### src/rtl/pcx_pkg.sv
package pcx_pkg;

    // Lowest bit position examined by the device-select scan
    localparam int SCAN_LO = 11;
    // Index reported when no select bit is set
    localparam int SCAN_NONE = 32;

    function automatic logic [31:0] byte_swap32(input logic [31:0] w);
        return {w[7:0], w[15:8], w[23:16], w[31:24]};
    endfunction

endpackage

### src/rtl/pcx_win_decode.sv
module pcx_win_decode #(
    parameter logic [31:0] BASE     = 32'hF280_0000,
    parameter int          WIN_LOG2 = 12
) (
    input  logic [31:0] addr,
    output logic        hit
);
    // Upper bits must match the base; the low WIN_LOG2 bits are the offset
    always_comb begin
        hit = ((addr ^ BASE) >> WIN_LOG2) == 32'd0;
    end
endmodule

### src/rtl/pcx_addr_reg.sv
module pcx_addr_reg
    import pcx_pkg::*;
#(
    parameter int HOST_DEV = 11
) (
    input  logic        clk,
    input  logic        rst_n,
    input  logic        big_endian,
    input  logic        wr_en,
    input  logic [31:0] wdata,
    output logic [31:0] rd_word,
    output logic [31:0] cfg_addr,
    output logic        is_host
);
    logic [31:0] w_le;
    logic [5:0]  scan_idx;
    logic [31:0] next_addr;
    logic [31:0] latch_q;
    logic [4:0]  dev_num;
    logic [31:0] rb_le;

    // Byte order fix-up, then priority scan: lowest set bit wins
    always_comb begin
        w_le     = big_endian ? byte_swap32(wdata) : wdata;
        scan_idx = 6'(SCAN_NONE);
        for (int b = 31; b >= SCAN_LO; b--) begin
            if (w_le[b]) scan_idx = 6'(b);
        end
        next_addr = 32'h8000_0000 | (w_le & 32'h0000_07FC) | (32'(scan_idx) << SCAN_LO);
    end

    always_ff @(posedge clk or negedge rst_n) begin
        if (!rst_n)     latch_q <= '0;
        else if (wr_en) latch_q <= next_addr;
    end

    // Rebuild the one-hot select form from the latched fields
    always_comb begin
        dev_num = latch_q[15:11];
        rb_le   = (32'd1 << dev_num)
                | {21'd0, latch_q[10:8], 8'd0}
                | (latch_q & 32'h0000_00FC);
        rd_word = big_endian ? byte_swap32(rb_le) : rb_le;
    end

    assign cfg_addr = latch_q;
    assign is_host  = latch_q[31] && (latch_q[23:16] == 8'd0) && (latch_q[15:11] == 5'(HOST_DEV));


    enable_set_chk: assert property (@(posedge clk) disable iff (!rst_n)
        wr_en |=> cfg_addr[31]);

    field_zero_chk: assert property (@(posedge clk) disable iff (!rst_n)
        (cfg_addr[30:17] == 14'd0) && (cfg_addr[1:0] == 2'd0));

    no_select_chk: assert property (@(posedge clk) disable iff (!rst_n)
        (wr_en && (w_le[31:11] == 21'd0)) |=> (cfg_addr[16] && (cfg_addr[15:11] == 5'd0)));

    hold_chk: assert property (@(posedge clk) disable iff (!rst_n)
        !wr_en |=> $stable(cfg_addr));

    readback_onehot_chk: assert property (@(posedge clk) disable iff (!rst_n)
        $countones(rb_le[31:11]) <= 1);
endmodule

### src/rtl/pcx_irq_swizzle.sv
module pcx_irq_swizzle #(
    parameter int SLOTS     = 32,
    parameter int PINS      = 4,
    parameter int IRQ_BASE  = 8,
    parameter int IRQ_LINES = 16
) (
    input  logic                   clk,
    input  logic                   rst_n,
    input  logic [SLOTS*PINS-1:0]  dev_irq,
    output logic [IRQ_LINES-1:0]   irq_line
);
    localparam logic [IRQ_LINES-1:0] LINE_MASK = IRQ_LINES'(((1 << PINS) - 1) << IRQ_BASE);

    // Pin p of slot s folds onto shared line (p + s) mod PINS
    always_comb begin
        irq_line = '0;
        for (int s = 0; s < SLOTS; s++) begin
            for (int p = 0; p < PINS; p++) begin
                irq_line[IRQ_BASE + ((p + s) % PINS)] =
                    irq_line[IRQ_BASE + ((p + s) % PINS)] | dev_irq[s*PINS + p];
            end
        end
    end


    irq_range_chk: assert property (@(posedge clk) disable iff (!rst_n)
        (irq_line & ~LINE_MASK) == '0);

    irq_quiet_chk: assert property (@(posedge clk) disable iff (!rst_n)
        (dev_irq == '0) |-> (irq_line == '0));
endmodule

### src/rtl/pcx_cfg_xlate.sv
module pcx_cfg_xlate #(
    parameter logic [31:0] ADDR_BASE   = 32'hF280_0000,
    parameter logic [31:0] DATA_OFFSET = 32'h0040_0000,
    parameter int          WIN_LOG2    = 12,
    parameter int          SLOTS       = 32,
    parameter int          PINS        = 4,
    parameter int          IRQ_BASE    = 8,
    parameter int          IRQ_LINES   = 16,
    parameter int          HOST_DEV    = 11
) (
    input  logic                  clk,
    input  logic                  rst_n,
    input  logic                  big_endian,
    input  logic                  cpu_sel,
    input  logic                  cpu_we,
    input  logic [31:0]           cpu_addr,
    input  logic [31:0]           cpu_wdata,
    output logic [31:0]           cpu_rdata,
    output logic                  addr_win_hit,
    output logic                  data_win_hit,
    output logic [31:0]           cfg_addr,
    output logic                  cfg_is_host,
    input  logic [SLOTS*PINS-1:0] dev_irq,
    output logic [IRQ_LINES-1:0]  irq_line
);
    localparam logic [31:0] DATA_BASE = ADDR_BASE + DATA_OFFSET;

    logic        wr_en;
    logic        rd_en;
    logic [31:0] rd_word;

    pcx_win_decode #(.BASE(ADDR_BASE), .WIN_LOG2(WIN_LOG2)) u_addr_win (
        .addr (cpu_addr),
        .hit  (addr_win_hit)
    );

    pcx_win_decode #(.BASE(DATA_BASE), .WIN_LOG2(WIN_LOG2)) u_data_win (
        .addr (cpu_addr),
        .hit  (data_win_hit)
    );

    // Any access width is treated as a full word
    assign wr_en = cpu_sel &  cpu_we & addr_win_hit;
    assign rd_en = cpu_sel & ~cpu_we & addr_win_hit;

    pcx_addr_reg #(.HOST_DEV(HOST_DEV)) u_addr_reg (
        .clk        (clk),
        .rst_n      (rst_n),
        .big_endian (big_endian),
        .wr_en      (wr_en),
        .wdata      (cpu_wdata),
        .rd_word    (rd_word),
        .cfg_addr   (cfg_addr),
        .is_host    (cfg_is_host)
    );

    assign cpu_rdata = rd_en ? rd_word : 32'd0;

    pcx_irq_swizzle #(
        .SLOTS(SLOTS), .PINS(PINS), .IRQ_BASE(IRQ_BASE), .IRQ_LINES(IRQ_LINES)
    ) u_irq (
        .clk      (clk),
        .rst_n    (rst_n),
        .dev_irq  (dev_irq),
        .irq_line (irq_line)
    );


    window_excl_chk: assert property (@(posedge clk) disable iff (!rst_n)
        !(addr_win_hit && data_win_hit));

    outside_write_chk: assert property (@(posedge clk) disable iff (!rst_n)
        (cpu_sel && cpu_we && !addr_win_hit) |=> $stable(cfg_addr));

    rdata_idle_chk: assert property (@(posedge clk) disable iff (!rst_n)
        !(cpu_sel && !cpu_we) |-> (cpu_rdata == 32'd0));
endmodule

### config.mk
export PLATFORM = sky130hd
export DESIGN_NAME = pcx_cfg_xlate
export DESIGN_NICKNAME = d
export VERILOG_FILES = /design/src/rtl/pcx_pkg.sv /design/src/rtl/pcx_win_decode.sv /design/src/rtl/pcx_addr_reg.sv /design/src/rtl/pcx_irq_swizzle.sv /design/src/rtl/pcx_cfg_xlate.sv
export SDC_FILE = /design/constraint.sdc
export NUM_CORES = 1
export LEC_CHECK = 0
export BUFFER_PORTS_ARGS = -buffer_cell sky130_fd_sc_hd__buf_2
export CORE_AREA = 5 5 107 109
export CTS_CLUSTER_DIAMETER = 200
export DETAILED_ROUTE_END_ITERATION = 8
export DIE_AREA = 0 0 112 114
export GPL_ROUTABILITY_DRIVEN = 0
export SYNTH_ARGS = -nofsm -noshare
export SYNTH_HDL_FRONTEND = slang
export SYNTH_SLANG_ARGS = --single-unit
### constraint.sdc
create_clock -name clk -period 3.7 [get_ports clk]
set_clock_uncertainty 0.1 [all_clocks]
set_input_delay 0.555 -clock clk [delete_from_list [all_inputs] [get_ports clk]]
set_output_delay 0.555 -clock clk [all_outputs]
set_load 0.02 [all_outputs]
==> qor.txt, run 1 <==
cell area power density -> 149 nW/um^2
Cell variety after synth -> 55
R2R Setup Slk -> 2.61 ns
crit path buf inv count -> 2
Synth top cells by count -> 48 x nor2_1, 39 x nor4_1, 30 x buf_4
number of synthesis warnings -> 0
antenna-violating nets left -> 0
Worst EP arrival -> 2.39 ns
CP max-delay cell -> and3b_1
first-pass GRT wire length -> 16,700 um
Clock Sink Count -> 16
top cell type's share of synthesized area -> 17.2%
Total GRT Usage -> 15.8%
fin util -> 34.1%
final worst-path cycle share -> 82.3%
Layout Nets -> 761
vias in the first global route -> 3,250
critical path class -> input pin to output pin
CTS Buf Count -> 3
Post-synth EDFFs -> 0
most used cell along the critical path -> buf_2
ys flop type -> dfrtp_1
Worst-Margin Slew -> 0.562 ns
CTS resizes -> 0
std cell rows -> 38
clk buf depth -> 2
setup TNS -> 0 ns
post-layout min period -> 3.04 ns
DR iter-0 viols -> 147
Synth area leaders -> dfrtp_1 17%, nor4_1 10%, buf_4 9.7%
number of synthesized register bits -> 16
chip width -> 112 um
DIE HEIGHT -> 114 um
ys async rst share -> 100%
worst hold-check path type -> input pin to async pin
endpoints failing setup -> 0
area delta synth->final -> 53.7%
max FFs per register -> 16
count leader, synth -> nor2_1
status -> finished, final reports clean
CTS tree -> built
share of cells above drive strength 1 -> 46.2%
number of placed I/O pins -> 280
cells along the critical path -> buf_2 > nor4_1 > nand4_1 > nor3_2 > and3b_1 > nand3b_1 > nor3_1 > buf_2
initial antenna violation count -> 1
synthesized cell area -> 2330 sq um
worst skew pair latency -> 0.24 ns
CTS clock-pin slew for the worst setup and hold paths -> 0.06 ns
Worst EP required -> 3.04 ns
Slew HR -> 62.5%
Post-Synthesis Mean Instance Area -> 6.91 sq um
total die area -> 12,800 sq um
cells after synthesis -> 337
Post-route DRC -> 0
Max VDD drop -> 0.000128 V
effective utilization at floorplan -> 22.2%
MaxCap Viol Count -> 0
slowest stage delay, CP -> 0.35 ns
drt wl/cell -> 15.7 um
worst r2r path cells -> 2
critical path peak fanout -> 6
RSZ-0062 raised after global routing -> no
Vias -> 3,319
final hold vios -> 0
core area -> 10,500 sq um
FF-to-FF End -> u_addr_reg.cfg_addr[13]$_DFFE_PN0P_
grt total ovfl -> 0
DP HPWL -> 9680 um
Leakage -> 1.87 nW
TritonRoute pass-1 iters -> 4
Post-CTS Setup Bufs -> 0
CP endpoint kind -> output pin
port bufs -> 239
Via density -> 4.71
final WL -> 11,100 um
most area-hungry cell type in the Yosys netlist -> dfrtp_1
Pins Over Slew Limit -> 0
RR Startpoint -> u_addr_reg.cfg_addr[13]$_DFFE_PN0P_
Max Clock Freq -> 329 MHz
Crit. Startpoint -> cpu_addr[14]
sequential cell area fraction in the yosys report -> 17.2%
H-tree depth -> 1
pin count of the biggest net entering global routing -> 29
critical path launch point type -> input pin
Root Buffer -> clkbuf_8
hold buffers post-CTS -> 0
cell family with most CP delay -> simple AND/OR/NAND/NOR gates
==> area by class of cell <==
cell class	count	area (sq um)
antenna	1	2.50
fill	1141	6930
tap	140	175
inverter	6	22.5
timing repair buffer	243	1230
clock buffer	4	55.1
multi-input combinational	294	1700
sequential	16	400
==> metrics by stage <==
stage	setup WS [ns]	instance area, sq um	std cells	power (W)	hold slack [ns]
2_1_floorplan	0.571	2430	364	0.000284	0.159
3_3_place_gp	0.659	3520	699	0.000379	0.372
3_5_place_dp	0.637	3520	699	0.000383	0.377
4_1_cts	0.637	3580	703	0.000536	0.119
5_1_grt	0.313	3580	704	0.000568	0.134
6_report	0.657	3580	704	0.000534	0.107
==> per-layer routing <==
metal	GRT usage, %	up-vias	part of all wire (%)
met5	0	-	0
met3	2.02	8	8.4
met1	20.4	1477	41
li1	-	1670	-
met4	3.53	0	1.3
met2	28.1	164	50
==> layout by cell type (no fill, tap or decap), types with 2 or more instances in the layout <==
| cell | n |
|---|---|
| buf_2 | 239 |
| nor2_1 | 48 |
| nor4_1 | 39 |
| conb_1 | 28 |
| nand2_1 | 20 |
| a21oi_1 | 19 |
| dfrtp_1 | 16 |
| o21ai_0 | 15 |
| nor3_1 | 15 |
| nand2b_1 | 10 |
| nand4_1 | 9 |
| mux2i_1 | 9 |
| or3_1 | 7 |
| o31ai_1 | 7 |
| nand3_1 | 6 |
| a21o_1 | 5 |
| inv_1 | 5 |
| nor2b_1 | 4 |
| a32oi_1 | 4 |
| or2_2 | 4 |
| clkbuf_8 | 4 |
| buf_4 | 4 |
| and2_1 | 3 |
| and3_1 | 3 |
| a211oi_1 | 3 |
| nand3b_1 | 2 |
| a31o_2 | 2 |
| a22oi_1 | 2 |
| o311a_1 | 2 |
| and4b_1 | 2 |
| o32ai_1 | 2 |
| mux2_2 | 2 |
| o211ai_1 | 2 |
| nor3b_1 | 2 |
==> report_power, final <==
part | switching [W] | internal, W
combinational | 0.000110 | 0.0000976
sequential | 0.00000000510 | 0.000175
clock | 0.0000575 | 0.0000943
total | 0.000168 | 0.000367
==> how the worst max path moves through the flow <==
stage                          endpoint  cells after the start  slack [ns]
after global placement    cpu_rdata[12]                      8        0.66
after CTS                 cpu_rdata[12]                      8        0.64
after global routing      cpu_rdata[20]                      8        0.31
after detailed placement  cpu_rdata[12]                      8        0.64
after floorplan           cpu_rdata[19]                      6        0.57
final                     cpu_rdata[20]                      8        0.66
==> cells by family (layout without fill, tap and decap cells) <==
family	Yosys count	count (layout)	share of synthesized area, %
and+or+nand+nor	181	181	41.9
muxes	11	11	4.84
DFF	16	16	17.2
buffers and inverters	54	253	14.2
AOI/OAI and AO/OA	74	74	21.7
other	1	29	0.161
Note: power is estimated with default switching activity, not from simulation.
==> run 2: changes to the inputs <==
clock period = 2.7 ns   (was 3.7 ns; I/O delays follow)
==> run 2 against run 1 <==
  * Clock-buffer cell count did not move
  * Flip-flop and latch count did not move
  * First-iteration DRC count shrank 24%
  * Utilization grew 2.6 points
  * Highest routed layer unchanged
  * Critical endpoint unchanged
  * Clock power is 36% higher
  * Cell area up 7.7%
==> qor.txt, run 2 (synthesis results as in run 1) <==
antenna-violating nets left -> 0
ANT cells -> 0
initial antenna violation count -> 0
grt total ovfl -> 0
TritonRoute pass-1 iters -> 4
Max VDD drop -> 0.000138 V
endpoints failing setup -> 0
core area -> 10,500 sq um
Max Clock Freq -> 372 MHz
number of placed I/O pins -> 280
chip width -> 112 um
Vias -> 3,374
fill count -> 1,149
total power -> 0.000755 W
Total GRT Usage -> 15.5%
DR iter-0 viols -> 111
DP HPWL -> 9680 um
area delta synth->final -> 65.6%
critical path peak fanout -> 4
effective utilization at floorplan -> 22.2%
critical path class -> input pin to output pin
final worst-path cycle share -> 99.7%
Leakage -> 2.00 nW
RSZ-0062 raised after global routing -> yes
Via density -> 4.70
Pins Over Slew Limit -> 0
worst hold-check path type -> flip-flop to flip-flop
drt wl/cell -> 15.6 um
Worst EP required -> 2.19 ns
Clock Sink Count -> 16
most frequent cells in the layout -> 229 x buf_2, 48 x nor2_1, 35 x nor4_1
port bufs -> 239
CTS clock-pin slew for the worst setup and hold paths -> 0.06 ns
critical path launch point type -> input pin
Worst-Margin Slew -> 0.529 ns
post-layout min period -> 2.69 ns
std cell rows -> 38
cell area power density -> 196 nW/um^2
Root Buffer -> clkbuf_8
final hold vios -> 0
total die area -> 12,800 sq um
CTS tree -> built
Slew HR -> 63.8%
status -> finished, final reports clean
max FFs per register -> 16
MaxCap Viol Count -> 0
most common cell after layout, fill and taps aside -> buf_2
Worst EP arrival -> 2.19 ns
clk buf depth -> 2
CP endpoint kind -> output pin
share of cells above drive strength 1 -> 49.0%
first-pass GRT wire length -> 16,500 um
final WL -> 11,200 um
vias in the first global route -> 3,339
Post-route DRC -> 0
CTS Buf Count -> 3
pin count of the biggest net entering global routing -> 35
setup TNS -> 0 ns
worst skew pair latency -> 0.24 ns
H-tree depth -> 1
DIE HEIGHT -> 114 um
Layout Nets -> 776
==> run 2: metrics by stage <==
| step | instances | setup WS [ns] | util (%) | area [sq um] | hold slack [ns] |
|---|---|---|---|---|---|
| detailed placement | 709 | 0.0485 | 34.6 | 3630 | 0.239 |
| finish | 718 | 0.00822 | 36.7 | 3850 | 0.392 |
| CTS | 714 | 0.0449 | 35.2 | 3700 | 0.395 |
| floorplan | 364 | -0.129 | - | 2440 | 0.00941 |
| global placement | 709 | 0.125 | 34.6 | 3630 | 0.231 |
| global route | 718 | -0.0889 | 36.7 | 3850 | 0.425 |
==> run 2: final cells by class <==
type,count,area [sq um],share of cell area [%]
Sequential cell,16,400,10.4
Timing Repair Buffer,258,1420,36.9
Inverter,6,22.5,0.584
Multi-Input combinational cell,294,1780,46.2
Clock buffer,4,55.1,1.43
Tap cell,140,175,4.54
==> run 2: report_power, final <==
| part | internal [W] | switching [W] |
|---|---|---|
| Combinational | 0.000150 | 0.000158 |
| Sequential | 0.000240 | 0.00000000562 |
| Clock | 0.000129 | 0.0000779 |
==> run 2: what timing repair did <==
item	in CTS	in global routing
setup buffers	0	4
endpoints found under the setup margin	0	12
hold endpoints to repair	16	0
gates resized for setup	0	24
hold buffers	1	0
==> run 2: worst paths after layout <==
path | from | endpoint | slack (ns) | depth (start not counted)
min in group asynchronous | rst_n | u_addr_reg.cfg_addr[31]$_DFFE_PN0P_ | 0.50 | 2
max in group asynchronous | rst_n | u_addr_reg.cfg_addr[2]$_DFFE_PN0P_ | 1.74 | 2
worst min-delay path | u_addr_reg.cfg_addr[31]$_DFFE_PN0P_ | u_addr_reg.cfg_addr[31]$_DFFE_PN0P_ | 0.39 | 1
worst min register to register | u_addr_reg.cfg_addr[31]$_DFFE_PN0P_ | u_addr_reg.cfg_addr[31]$_DFFE_PN0P_ | 0.39 | 1
worst max-delay path | cpu_addr[21] | cpu_rdata[20] | 0.008 | 9
worst max register to register | u_addr_reg.cfg_addr[12]$_DFFE_PN0P_ | u_addr_reg.cfg_addr[12]$_DFFE_PN0P_ | 1.70 | 2
==> run 2: routing by layer <==
layer	part of all wire (%)	global-route usage [%]	vias up
met4	1.1	2.96	0
met1	41	20.1	1528
met3	6.7	1.75	6
li1	-	-	1701
met2	51	28.0	139
met5	0	0	-
==> run 2: worst max-delay path, stage by stage <==
cell	delay [ns]
buf_2	0.12
nor4bb_4	0.27
nand4_1	0.18
nor3_2	0.26
buf_4	0.15
and3b_2	0.21
nand3b_1	0.18
nor3_2	0.24
buf_4	0.17
